### config.mk
export PLATFORM = sky130hd
export DESIGN_NAME = mt_top
export DESIGN_NICKNAME = d
export VERILOG_FILES = /design/src/rtl/mt_pkg.sv /design/src/rtl/mt_dpath.sv /design/src/rtl/mt_ctrl.sv /design/src/rtl/mt_top.sv
export SDC_FILE = /design/constraint.sdc
export NUM_CORES = 1
export LEC_CHECK = 0
export ABC_AREA = 1
export BUFFER_PORTS_ARGS = -buffer_cell sky130_fd_sc_hd__buf_4
export CORE_ASPECT_RATIO = 0.6
export CORE_MARGIN = 3
export CORE_UTILIZATION = 64
export CTS_CLUSTER_DIAMETER = 60
export DETAILED_ROUTE_END_ITERATION = 10
export PLACE_DENSITY_LB_ADDON = 0.15
export SLEW_MARGIN = 20
export SYNTH_ARGS = -nofsm -noshare
export SYNTH_HDL_FRONTEND = slang
export SYNTH_SLANG_ARGS = --single-unit
### constraint.sdc
create_clock -name clk -period 4.3 [get_ports clk]
set_clock_uncertainty 0.2 [all_clocks]
set_input_delay 0.215 -clock clk [delete_from_list [all_inputs] [get_ports clk]]
set_output_delay 0.215 -clock clk [all_outputs]
set_load 0.02 [all_outputs]
### src/rtl/mt_pkg.sv
package mt_pkg;

  localparam int DATA_W = 32;
  localparam int ADDR_W = 8;

  // register byte offsets
  localparam logic [ADDR_W-1:0] OFS_CTRL  = 8'h00;
  localparam logic [ADDR_W-1:0] OFS_PRESC = 8'h04;
  localparam logic [ADDR_W-1:0] OFS_STAT  = 8'h08;
  localparam logic [ADDR_W-1:0] OFS_IEN   = 8'h0C;
  localparam logic [ADDR_W-1:0] OFS_CMP   = 8'h10;
  localparam logic [ADDR_W-1:0] OFS_CNT   = 8'h24;

  // control bit positions
  localparam int BIT_EN    = 0;
  localparam int BIT_WAIT  = 3;
  localparam int BIT_SRC_L = 6;
  localparam int BIT_FREE  = 9;

  typedef enum logic [1:0] {
    SRC_NONE = 2'd0,
    SRC_BUS  = 2'd1,
    SRC_PER  = 2'd2,
    SRC_RSVD = 2'd3
  } tickSrc_t;

  typedef struct packed {
    logic     runEn;
    logic     waitEn;
    tickSrc_t src;
    logic     freeRun;
  } timerCfg_t;

  // strobes from control to datapath
  typedef struct packed {
    logic prescWr;
    logic cmpWr;
    logic flagClr;
  } dpStrobe_t;

endpackage

### src/rtl/mt_dpath.sv
module mt_dpath
  import mt_pkg::*;
#(
  parameter int CNT_W = 32,
  parameter int PS_W  = 12
) (
  input  logic             clk,
  input  logic             rstN,
  input  timerCfg_t        cfg,
  input  dpStrobe_t        stb,
  input  logic [DATA_W-1:0] wdata,
  input  logic             busTick,
  input  logic             perTick,
  input  logic             waitIn,
  output logic [CNT_W-1:0] cntQ,
  output logic [CNT_W-1:0] cmpQ,
  output logic [PS_W-1:0]  prescQ,
  output logic             flagQ,
  output logic             advance,
  output logic             matchHit
);

  logic [PS_W-1:0]  psCnt;
  logic             srcTick;
  logic             tickOk;
  logic             psDone;
  logic [CNT_W-1:0] nextCnt;

  always_comb begin
    unique case (cfg.src)
      SRC_BUS: srcTick = busTick;
      SRC_PER: srcTick = perTick;
      default: srcTick = 1'b0;
    endcase
  end

  assign tickOk   = cfg.runEn && (!waitIn || cfg.waitEn) && srcTick;
  assign psDone   = (psCnt == prescQ);
  assign advance  = tickOk && psDone;
  assign nextCnt  = (!cfg.freeRun && (cntQ == cmpQ)) ? '0 : cntQ + 1'b1;
  assign matchHit = advance && (nextCnt == cmpQ);

  // prescaler
  always_ff @(posedge clk or negedge rstN) begin
    if (!rstN) begin
      prescQ <= '0;
      psCnt  <= '0;
    end else begin
      if (stb.prescWr) begin
        prescQ <= wdata[PS_W-1:0];
        psCnt  <= '0;
      end else if (tickOk) begin
        psCnt <= psDone ? '0 : psCnt + 1'b1;
      end
    end
  end

  // counter and compare
  always_ff @(posedge clk or negedge rstN) begin
    if (!rstN) begin
      cntQ <= '0;
      cmpQ <= '0;
    end else begin
      if (advance) cntQ <= nextCnt;
      if (stb.cmpWr) cmpQ <= wdata[CNT_W-1:0];
    end
  end

  // sticky flag, a set wins over a clear
  always_ff @(posedge clk or negedge rstN) begin
    if (!rstN)            flagQ <= 1'b0;
    else if (matchHit)    flagQ <= 1'b1;
    else if (stb.flagClr) flagQ <= 1'b0;
  end

endmodule

### src/rtl/mt_ctrl.sv
module mt_ctrl
  import mt_pkg::*;
#(
  parameter int CNT_W = 32,
  parameter int PS_W  = 12
) (
  input  logic              clk,
  input  logic              rstN,
  input  logic              wrEn,
  input  logic              rdEn,
  input  logic [ADDR_W-1:0] addr,
  input  logic [DATA_W-1:0] wdata,
  input  logic [CNT_W-1:0]  cntQ,
  input  logic [CNT_W-1:0]  cmpQ,
  input  logic [PS_W-1:0]   prescQ,
  input  logic              flagQ,
  output timerCfg_t         cfg,
  output dpStrobe_t         stb,
  output logic              ienQ,
  output logic              irqQ,
  output logic [DATA_W-1:0] rdata
);

  logic [DATA_W-1:0] ctrlView;
  logic [DATA_W-1:0] rdMux;

  // write decode
  always_comb begin
    stb         = '0;
    stb.prescWr = wrEn && (addr == OFS_PRESC);
    stb.cmpWr   = wrEn && (addr == OFS_CMP);
    stb.flagClr = wrEn && (addr == OFS_STAT) && wdata[0];
  end

  always_ff @(posedge clk or negedge rstN) begin
    if (!rstN) begin
      cfg  <= '0;
      ienQ <= 1'b0;
    end else if (wrEn) begin
      if (addr == OFS_CTRL) begin
        cfg.runEn   <= wdata[BIT_EN];
        cfg.waitEn  <= wdata[BIT_WAIT];
        cfg.src     <= tickSrc_t'(wdata[BIT_SRC_L +: 2]);
        cfg.freeRun <= wdata[BIT_FREE];
      end
      if (addr == OFS_IEN) ienQ <= wdata[0];
    end
  end

  always_ff @(posedge clk or negedge rstN) begin
    if (!rstN) irqQ <= 1'b0;
    else       irqQ <= flagQ && ienQ;
  end

  always_comb begin
    ctrlView                  = '0;
    ctrlView[BIT_EN]          = cfg.runEn;
    ctrlView[BIT_WAIT]        = cfg.waitEn;
    ctrlView[BIT_SRC_L +: 2]  = cfg.src;
    ctrlView[BIT_FREE]        = cfg.freeRun;
  end

  always_comb begin
    unique case (addr)
      OFS_CTRL:  rdMux = ctrlView;
      OFS_PRESC: rdMux = DATA_W'(prescQ);
      OFS_STAT:  rdMux = DATA_W'(flagQ);
      OFS_IEN:   rdMux = DATA_W'(ienQ);
      OFS_CMP:   rdMux = DATA_W'(cmpQ);
      OFS_CNT:   rdMux = DATA_W'(cntQ);
      default:   rdMux = '0;
    endcase
  end

  always_ff @(posedge clk or negedge rstN) begin
    if (!rstN)     rdata <= '0;
    else if (rdEn) rdata <= rdMux;
  end

endmodule

### src/rtl/mt_top.sv
module mt_top
  import mt_pkg::*;
#(
  parameter int CNT_W = 32,
  parameter int PS_W  = 12
) (
  input  logic        clk,
  input  logic        rstN,
  input  logic        wrEn,
  input  logic        rdEn,
  input  logic [7:0]  addr,
  input  logic [31:0] wdata,
  output logic [31:0] rdata,
  input  logic        busTick,
  input  logic        perTick,
  input  logic        waitIn,
  output logic        irq
);

  timerCfg_t        cfg;
  dpStrobe_t        stb;
  logic [CNT_W-1:0] cntQ;
  logic [CNT_W-1:0] cmpQ;
  logic [PS_W-1:0]  prescQ;
  logic             flagQ;
  logic             ienQ;
  logic             advance;
  logic             matchHit;

  mt_ctrl #(.CNT_W(CNT_W), .PS_W(PS_W)) ctrl_i (
    .clk(clk), .rstN(rstN), .wrEn(wrEn), .rdEn(rdEn), .addr(addr),
    .wdata(wdata), .cntQ(cntQ), .cmpQ(cmpQ), .prescQ(prescQ),
    .flagQ(flagQ), .cfg(cfg), .stb(stb), .ienQ(ienQ), .irqQ(irq),
    .rdata(rdata)
  );

  mt_dpath #(.CNT_W(CNT_W), .PS_W(PS_W)) dpath_i (
    .clk(clk), .rstN(rstN), .cfg(cfg), .stb(stb), .wdata(wdata),
    .busTick(busTick), .perTick(perTick), .waitIn(waitIn),
    .cntQ(cntQ), .cmpQ(cmpQ), .prescQ(prescQ), .flagQ(flagQ),
    .advance(advance), .matchHit(matchHit)
  );

endmodule

==> run summary, run 1 <==
Max-cap violations in this run came to 0. The total count of hold-check failures in the final report is 0, and the largest incremental delay on the critical path is 0.51 ns. Net switching is 23.7% of the power. Of the available clock period, the critical path in the final layout requires 70.3%. The normalized max-slew margin is 40.6%. In this run the cell area of the synthesized design comes to 7610 sq um. The run finished with clean final reports. In this run the standard cell core region covers 11400 sq um. Sequential cells were found to cover 42.1% of the synthesized design area.

The number of cells in the finished layout apart from fillers was 1379. Maximum fanout along the worst path: 36. The longest clock path from root to sink contains 2 buffers.

Setup violations remaining at the end of the flow were counted as 0. Derived from the worst setup path, the maximum achievable clock frequency is 0.331 GHz. Per report_power, the sequential group accounts for 43.9% of the total. The H-tree generated during clock tree synthesis spans 4 levels. At the pin with the least slew margin, the transition time is 0.891 ns.

Setup repair after global routing left no endpoint under its margin. The maximum number of pins on one net before global-route repair came out at 69. The initial cell density of the core was 66.5%. The share of post-route cells with drive strength above 1 is 11.3%, and the number of vias after detailed routing is 8012.

Cell internal power was estimated by the tool at 2190 uW. The critical path is of the reg2reg type. Standard cell with the maximum stage delay on the critical path: sky130_fd_sc_hd__clkinv_1.

The min-delay analysis places its worst path in the category in2reg. The run gives 1161 as the net count after synthesis. Synthesis inferred 128 register bits.

The async set or reset register ratio after synthesis is 100%. In the layout the commonest cells are sky130_fd_sc_hd__nand2_1 (413), sky130_fd_sc_hd__dfrtp_1 (128), sky130_fd_sc_hd__inv_1 (117), sky130_fd_sc_hd__nor2_1 (90), sky130_fd_sc_hd__buf_4 (89). The logs give 30 for the number of cell rows and 38800 um for the wire length of the first global-routing pass.

The run gives 0 as the initial antenna violation count. Port buffering added 79 buffers. The run gives 807 as the number of fill cells. The TritonCTS buffer count is 17. In this run the post-CTS setup repair buffer count came out at 0. The clock input transition at the sequential cells of the worst setup and hold paths is 0.06 ns, and the number of distinct library cells after synthesis is 37. The floorplan step set the die width to 147 um. The average instance in the mapped netlist occupies 6.86 sq um.

After detailed routing, the average wire length per cell comes to 17.3 um. The remaining antenna violation count came out at 0. Cells fill 80.3% of the core in the end.

In this run the count of I/O pins placed on the die edge is 80. Area of the die: 13300 sq um. For the switching power, the log shows 680 uW. The wire-length estimate of the detail-placed layout is 16700 um. For this run the aggregate overflow at the end of global routing stands at 0.

For the number of global-route vias before repair, the log shows 7333. Summed over all failing endpoints, the final setup total negative slack is 0 ns. Top flip-flop cell by instance count after synthesis: sky130_fd_sc_hd__dfrtp_1. The chip height came out at 90.5 um. Of the total power, the clock network draws 49.2%.

In this run the power density over the cells is 312 nW/um^2. The worst path needs 3.02 ns of the cycle, external delays included. Summed over all cells, the static leakage comes to 0.00460 uW. The routed design has 23800 um of wire. The cell sitting at the root of the clock tree is a sky130_fd_sc_hd__clkbuf_16.

The average via count per standard cell is 5.81, and the number of antenna cells inserted is 0. TritonCTS built the clock tree. Across the VDD grid, the largest voltage drop is 0.268 mV. The instance count of the mapped netlist was 1110.

Worst setup timing slack at the placement stage: 1.36 ns. At the later pin of the worst-skew pair, clock insertion delay measures 0.42 ns. The run gives 4.38 ns as the required time at the endpoint of the critical path. In the routed design, unresolved DRC markers number 0. The tools report the worst path setup slack after routing as 1.28 ns.

The arrival time at the worst endpoint came out at 3.10 ns. For this run, the post-layout net count is 1259. The signal on the critical path passes through inv_1 -> ha_1 -> inv_1 -> nand4_1 -> nor2_1 -> buf_4 -> clkinv_1 -> buf_4 -> nand2_1 -> o21ai_0. The critical path runs through a total of 10 cells. Counting every sink on the clock net gives 128. The pre-antenna-repair detailed-routing pass consisted of 8 iterations.

The worst hold path stage count is 3. The first routing iteration left 1303 violations. The number of enable-type register cells in the synthesized netlist was 0.

The worst setup path is captured at a flip-flop. The post-placement cell count is 1315, and the count of buffer and inverter cells on the critical path is 5. The cell count of the worst reg-to-reg path works out to 10. Per report_power, the combinational group accounts for 7.0% of the total. The final weighted congestion in routability-driven placement was 0.980. Power comes to 2870 uW. Relative to the synthesized area, the layout overhead comes to 20.8%. The logs give 0 for the number of warnings printed during yosys synthesis and 0 for the count of final max-slew check failures. Leaving out fill and tap cells, the most frequent cell in the layout is sky130_fd_sc_hd__nand2_1. The worst setup path is launched from a flip-flop. The combined global-route utilization of all metal layers was 37.0%.

In this run, post-CTS repair resized a total of 0 instances. Cell class contributing the biggest share of worst-path delay: buffers and inverters.
metal layers:
metal	track usage [%]	part of all wire (%)	up-vias	wire length (um)
li1	-	-	3705	-
met1	55.2	43	3678	10300
met2	50.2	40	577	9470
met3	14.9	16	52	3710
met4	9.08	1.7	0	410
met5	0	0	-	0
cell usage after synthesis, drive strengths merged (4+ instances only):
cell type | number | area share (%)
nor3 | 16 | 1.2
o21ai | 89 | 5.9
buf | 13 | 1.1
inv | 128 | 6.3
xor2 | 23 | 2.6
nand4 | 8 | 0.66
a21oi | 36 | 2.4
o22ai | 28 | 2.3
xnor2 | 20 | 2.3
clkbuf | 31 | 1.6
nand2 | 415 | 20
dfrtp | 128 | 42
nor2 | 94 | 4.8
ha | 4 | 0.66
o2111ai | 4 | 0.46
nand3 | 58 | 3.9
what timing repair did:
action,in CTS,in global routing
endpoints found under the setup margin,0,0
hold buffers,34,0
endpoints found under the hold margin,116,0
sequential cells by signal, indices dropped and copies added, names as in the netlist, 5 cells and up:
signal	count
ctrl_i.cfg	5
ctrl_i.rdata	32
dpath_i.cmpQ	32
dpath_i.cntQ	32
dpath_i.prescQ	12
dpath_i.psCnt	12
per-stage QoR:
step / hold slack (ns) / cell area (sq um)
3_5_place_dp: 0.185 / 8280
3_3_place_gp: 0.180 / 8280
2_1_floorplan: -0.281 / 7610
4_1_cts: 0.00653 / 9190
5_1_grt: 0.0372 / 9190
6_report: 0.0212 / 9190
cells by family (layout without fill, tap and decap cells):
kind of cell,Yosys count,count (layout),share of synthesized area (%)
XOR/XNOR,43,43,4.95
flip-flops,128,128,42.1
buffers and inverters,174,283,9.10
AND/OR/NAND/NOR,597,597,31.5
adder cells (fa/ha/maj),4,4,0.657
AO/OA/AOI/OAI,164,164,11.7
final cells by class:
type | count | area, sq um | share of cell area (%)
Multi-Input combinational cell | 808 | 3720 | 40.5
Inverter | 130 | 488 | 5.31
Tap cell | 160 | 200 | 2.18
Clock inverter | 10 | 113 | 1.22
Timing Repair Buffer | 123 | 1010 | 11.0
Sequential cell | 128 | 3200 | 34.8
Clock buffer | 20 | 457 | 4.97
final timing paths:
path,from,end,slack (ns)
setup / recovery,ctrl_i.cfg[1],dpath_i.cntQ[3],1.28
setup reg to reg,ctrl_i.cfg[1],dpath_i.cntQ[3],1.28
min in group asynchronous,rstN,ctrl_i.rdata[0],0.26
hold / removal,rdEn,ctrl_i.rdata[29],0.02
max in group asynchronous,rstN,dpath_i.cmpQ[21],2.62
hold reg to reg,ctrl_i.rdata[20],ctrl_i.rdata[20],0.28
power groups by stage:
stage | sequential, uW | combinational, uW | clock [uW]
floorplan | 1270 | 83.3 | 0
global placement | 1280 | 167 | 0
detailed placement | 1280 | 171 | 0
CTS | 1260 | 198 | 1410
global route | 1260 | 225 | 1480
finish | 1260 | 200 | 1410
tightest hold or removal path: stages:
cell and delay, ns:
sky130_fd_sc_hd__buf_4 0.23, sky130_fd_sc_hd__nand2_1 0.11, sky130_fd_sc_hd__nand2_1 0.04
No activity file was read; power rests on OpenSTA's default activity.
==> run 2, diff against run 1 <==
CORE_UTILIZATION = 60   (was 64)
clock period = 3.06 ns   (was 4.3 ns; I/O delays follow)
==> run summary, run 2 (synthesis gave the netlist of run 1 again) <==
The path with the worst hold slack has its endpoint at dpath_i.flagQ. The area growth from synthesis to layout is 23.0%. The upper clock frequency limit is 0.350 GHz (+5.9%).

The tools report the final weighted congestion in routability-driven placement as 1.07 (+9.7%). The count of port buffers added during placement works out to 79 (unchanged). TritonCTS built the clock tree. The tools report the maximum number of pins on one net before global-route repair as 65 (-5.8%).

The number of cell rows is 31 (+3.3%). The routed length per placed instance was 17.5 um (+1.2%); the DRC violation total after the first TritonRoute iteration was 986 (-24%). The shortest clock period the worst path allows after layout came out at 2.85 ns (-0.169 ns). The endpoint identified for the worst register-to-register timing path is dpath_i.flagQ.

The required time at the endpoint of the critical path came out at 3.21 ns (-1.17 ns). The power density over the cells was 452 nW/um^2 (+45%); the worst IR drop on VDD was 0.413 mV (+54%). The largest registers in the layout are ctrl_i.rdata x32, dpath_i.cmpQ x32, dpath_i.cntQ x32.

For the total count of hold-check failures in the final report, the log shows 0 (unchanged). The switching part of the total power was 22.5% (-1.1 points). The clock input transition at the sequential cells of the worst setup and hold paths was 0.06 ns (about the same); the initial cell density of the core was 62.3% (-4.2 points). The total clock sinks is 128 (unchanged). The share of total power in combinational logic was 6.8% (-0.2 points).

Number of vias after detailed routing: 7925 (-1.1%). The deepest clock path buffer count was 2 (unchanged); the combined global-route utilization of all metal layers was 35.7% (-1.4 points). Number of antenna cells inserted: 0 (unchanged). The worst hold path stage count is 5 (+2).

The total grt overflow came out at 0 (unchanged). For the wire length of the first global-routing pass, the log shows 38600 um (-0.60%). The startpoint identified for the worst hold timing path is addr[2]. The tools report the initial antenna violation count as 0 (unchanged). Fraction of power consumed by sequential logic: 41.8% (-2.1 points). The worst setup path is captured at a flip-flop.

Setup repair after global routing left no endpoint under its margin. The run gives 4 (unchanged) as the H-tree depth reported by CTS. The number of global-route vias before repair came out at 7346 (+0.18%). The tools report the worst path setup slack after routing as 0.207 ns (-1.07 ns). The path class of the tightest hold or removal check is in2reg. The tools report the internal power contribution as 3280 uW (+50%).

The most common cell after layout, fill and taps aside is sky130_fd_sc_hd__nand2_1. The number of fill cells is 961 (+19%). For the final setup TNS, the log shows 0 ns (unchanged). The flow ran to the end, and the final reports show no timing, DRC or antenna violations. The normalized max-slew margin came out at 57.7% (+17 points).

The arrival time at the worst endpoint is 3.01 ns (-0.09 ns). The I/O pin count was 80 (unchanged). Share of total power in the clock network: 51.4% (+2.2 points).

The critical path is of the reg2reg type. The logs give 0 (unchanged) for the count of final setup violators and 0 (unchanged) for the number of design rule violations left after detail routing. The maximum fanout along the worst path came out at 6 (-83%).

The average via count per standard cell is 5.69 (-2.2%), and the count of maximum capacitance violations is 0 (unchanged). The remaining antenna violation count was 0 (unchanged). The tools report the clock insertion delay at the later pin of the skew report as 0.42 ns (about the same). The chip height is 93.3 um (+3.1%).

The tree is rooted in a sky130_fd_sc_hd__clkbuf_16. The run gives 17300 um (+3.7%) as the detailed-placement wirelength estimate. The iteration count of the initial detailed-routing pass came out at 5 (-3).

The reg2reg setup slack came out at 0.21 ns (-1.07 ns). The cell count of the worst reg-to-reg path works out to 12 (+2). The source of the worst register-to-register timing path is dpath_i.cntQ[10]. The placeable core region came out at 12200 sq um (+6.7%). The TritonCTS buffer count was 17 (unchanged). Fraction of the cycle the final worst path needs: 93.2% (+23 points). The transition time of the tightest slew-check pin was 0.634 ns (-0.258 ns).

Chip width: 151 um (+3.1%). STA classifies the critical path startpoint as a flip-flop. The logs give 954 uW (+40%) for the switching power and 0 (unchanged) for the count of final max-slew check failures. The worst setup timing slack at the placement stage was 0.454 ns (-0.905 ns).

The tools report the leakage power as 0.00468 uW (+1.8%). The total detailed-routing wirelength is 24400 um (+2.3%). The area of the die is 14100 sq um (+6.3%).

The run gives 1268 (+0.71%) as the layout net count. The top cell types in the final layout, fill and taps aside, are sky130_fd_sc_hd__nand2_1 (413), sky130_fd_sc_hd__dfrtp_1 (128), sky130_fd_sc_hd__inv_1 (118), sky130_fd_sc_hd__buf_4 (93), sky130_fd_sc_hd__nor2_1 (90). The share of post-route cells with drive strength above 1 works out to 11.8% (+0.48 points).
-- run 2: cell types whose count changed in the layout (fill, tap and decap cells not counted), moves of 2 or more --
cell                            delta
sky130_fd_sc_hd__buf_4             +4
sky130_fd_sc_hd__buf_12            +3
sky130_fd_sc_hd__bufinv_16         +2
sky130_fd_sc_hd__clkinv_2          -2
sky130_fd_sc_hd__dlygate4sd3_1     +2
-- run 2: per-layer routing --
layer	up-vias	share of wire (%)	GRT usage [%]
met5	-	0	0
met4	0	1.3	8.60
met3	34	15	14.8
met2	526	39	47.4
met1	3638	44	53.5
li1	3727	-	-
-- run 2: power groups by stage --
stage | sequential, uW | clock [uW] | combinational [uW]
floorplan | 1790 | 0 | 117
global placement | 1800 | 0 | 239
global route | 1770 | 2270 | 322
CTS | 1770 | 2190 | 283
finish | 1770 | 2180 | 288
detailed placement | 1800 | 0 | 245
-- run 2: worst max-delay path, stage by stage (launching register included) --
cell                      delay (ns)
sky130_fd_sc_hd__dfrtp_1        0.52
sky130_fd_sc_hd__nand2_1        0.14
sky130_fd_sc_hd__nor3_1         0.41
sky130_fd_sc_hd__nand2_1        0.15
sky130_fd_sc_hd__nor2_1         0.29
sky130_fd_sc_hd__nand2_1        0.17
sky130_fd_sc_hd__xor2_1         0.20
sky130_fd_sc_hd__nand2_1        0.09
sky130_fd_sc_hd__nand2_1        0.16
sky130_fd_sc_hd__nand3_1        0.13
sky130_fd_sc_hd__nor3_2         0.20
sky130_fd_sc_hd__nand3_1        0.09
sky130_fd_sc_hd__nand2_1        0.06
-- run 2: final cells by class --
class,instances,area [sq um],share of cell area (%)
clock inverters,9,155,1.66
clock buffers,22,474,5.06
multi-input cells,808,3720,39.7
inverters,130,488,5.21
well taps,165,206,2.20
repair buffers,132,1120,11.9
flip-flops and latches,128,3200,34.2
-- run 2: worst max path at each step --
| stage | start | to | slack, ns | cells past startpoint |
|---|---|---|---|---|
| floorplan | dpath_i.cntQ[18] | dpath_i.flagQ | 1.04 | 18 |
| global placement | dpath_i.cntQ[10] | dpath_i.flagQ | 0.45 | 12 |
| detailed placement | dpath_i.cntQ[10] | dpath_i.flagQ | 0.45 | 12 |
| CTS | dpath_i.cntQ[21] | dpath_i.flagQ | 0.43 | 15 |
| global route | dpath_i.cntQ[0] | dpath_i.flagQ | 0.06 | 16 |
| finish | dpath_i.cntQ[10] | dpath_i.flagQ | 0.21 | 12 |
-- run 2: through the flow --
stage | power, uW | util (%) | area, sq um | std cells | hold slack (ns)
after floorplan | 1910 | - | 7610 | 1110 | -0.343
after global placement | 2040 | 68.6 | 8380 | 1327 | -0.0778
after detailed placement | 2040 | 68.6 | 8380 | 1327 | -0.0740
after CTS | 4240 | 76.7 | 9370 | 1394 | 0.00199
after global routing | 4370 | 76.7 | 9370 | 1394 | 0.0401
final | 4240 | 76.7 | 9370 | 1394 | 0.0206
-- run 2: repair_timing --
| action | 4_1_cts | 5_1_grt |
|---|---|---|
| setup buffers | 0 | 0 |
| gates resized for setup | 0 | 0 |
| hold buffers | 36 | 0 |
| hold endpoints to repair | 146 | 0 |
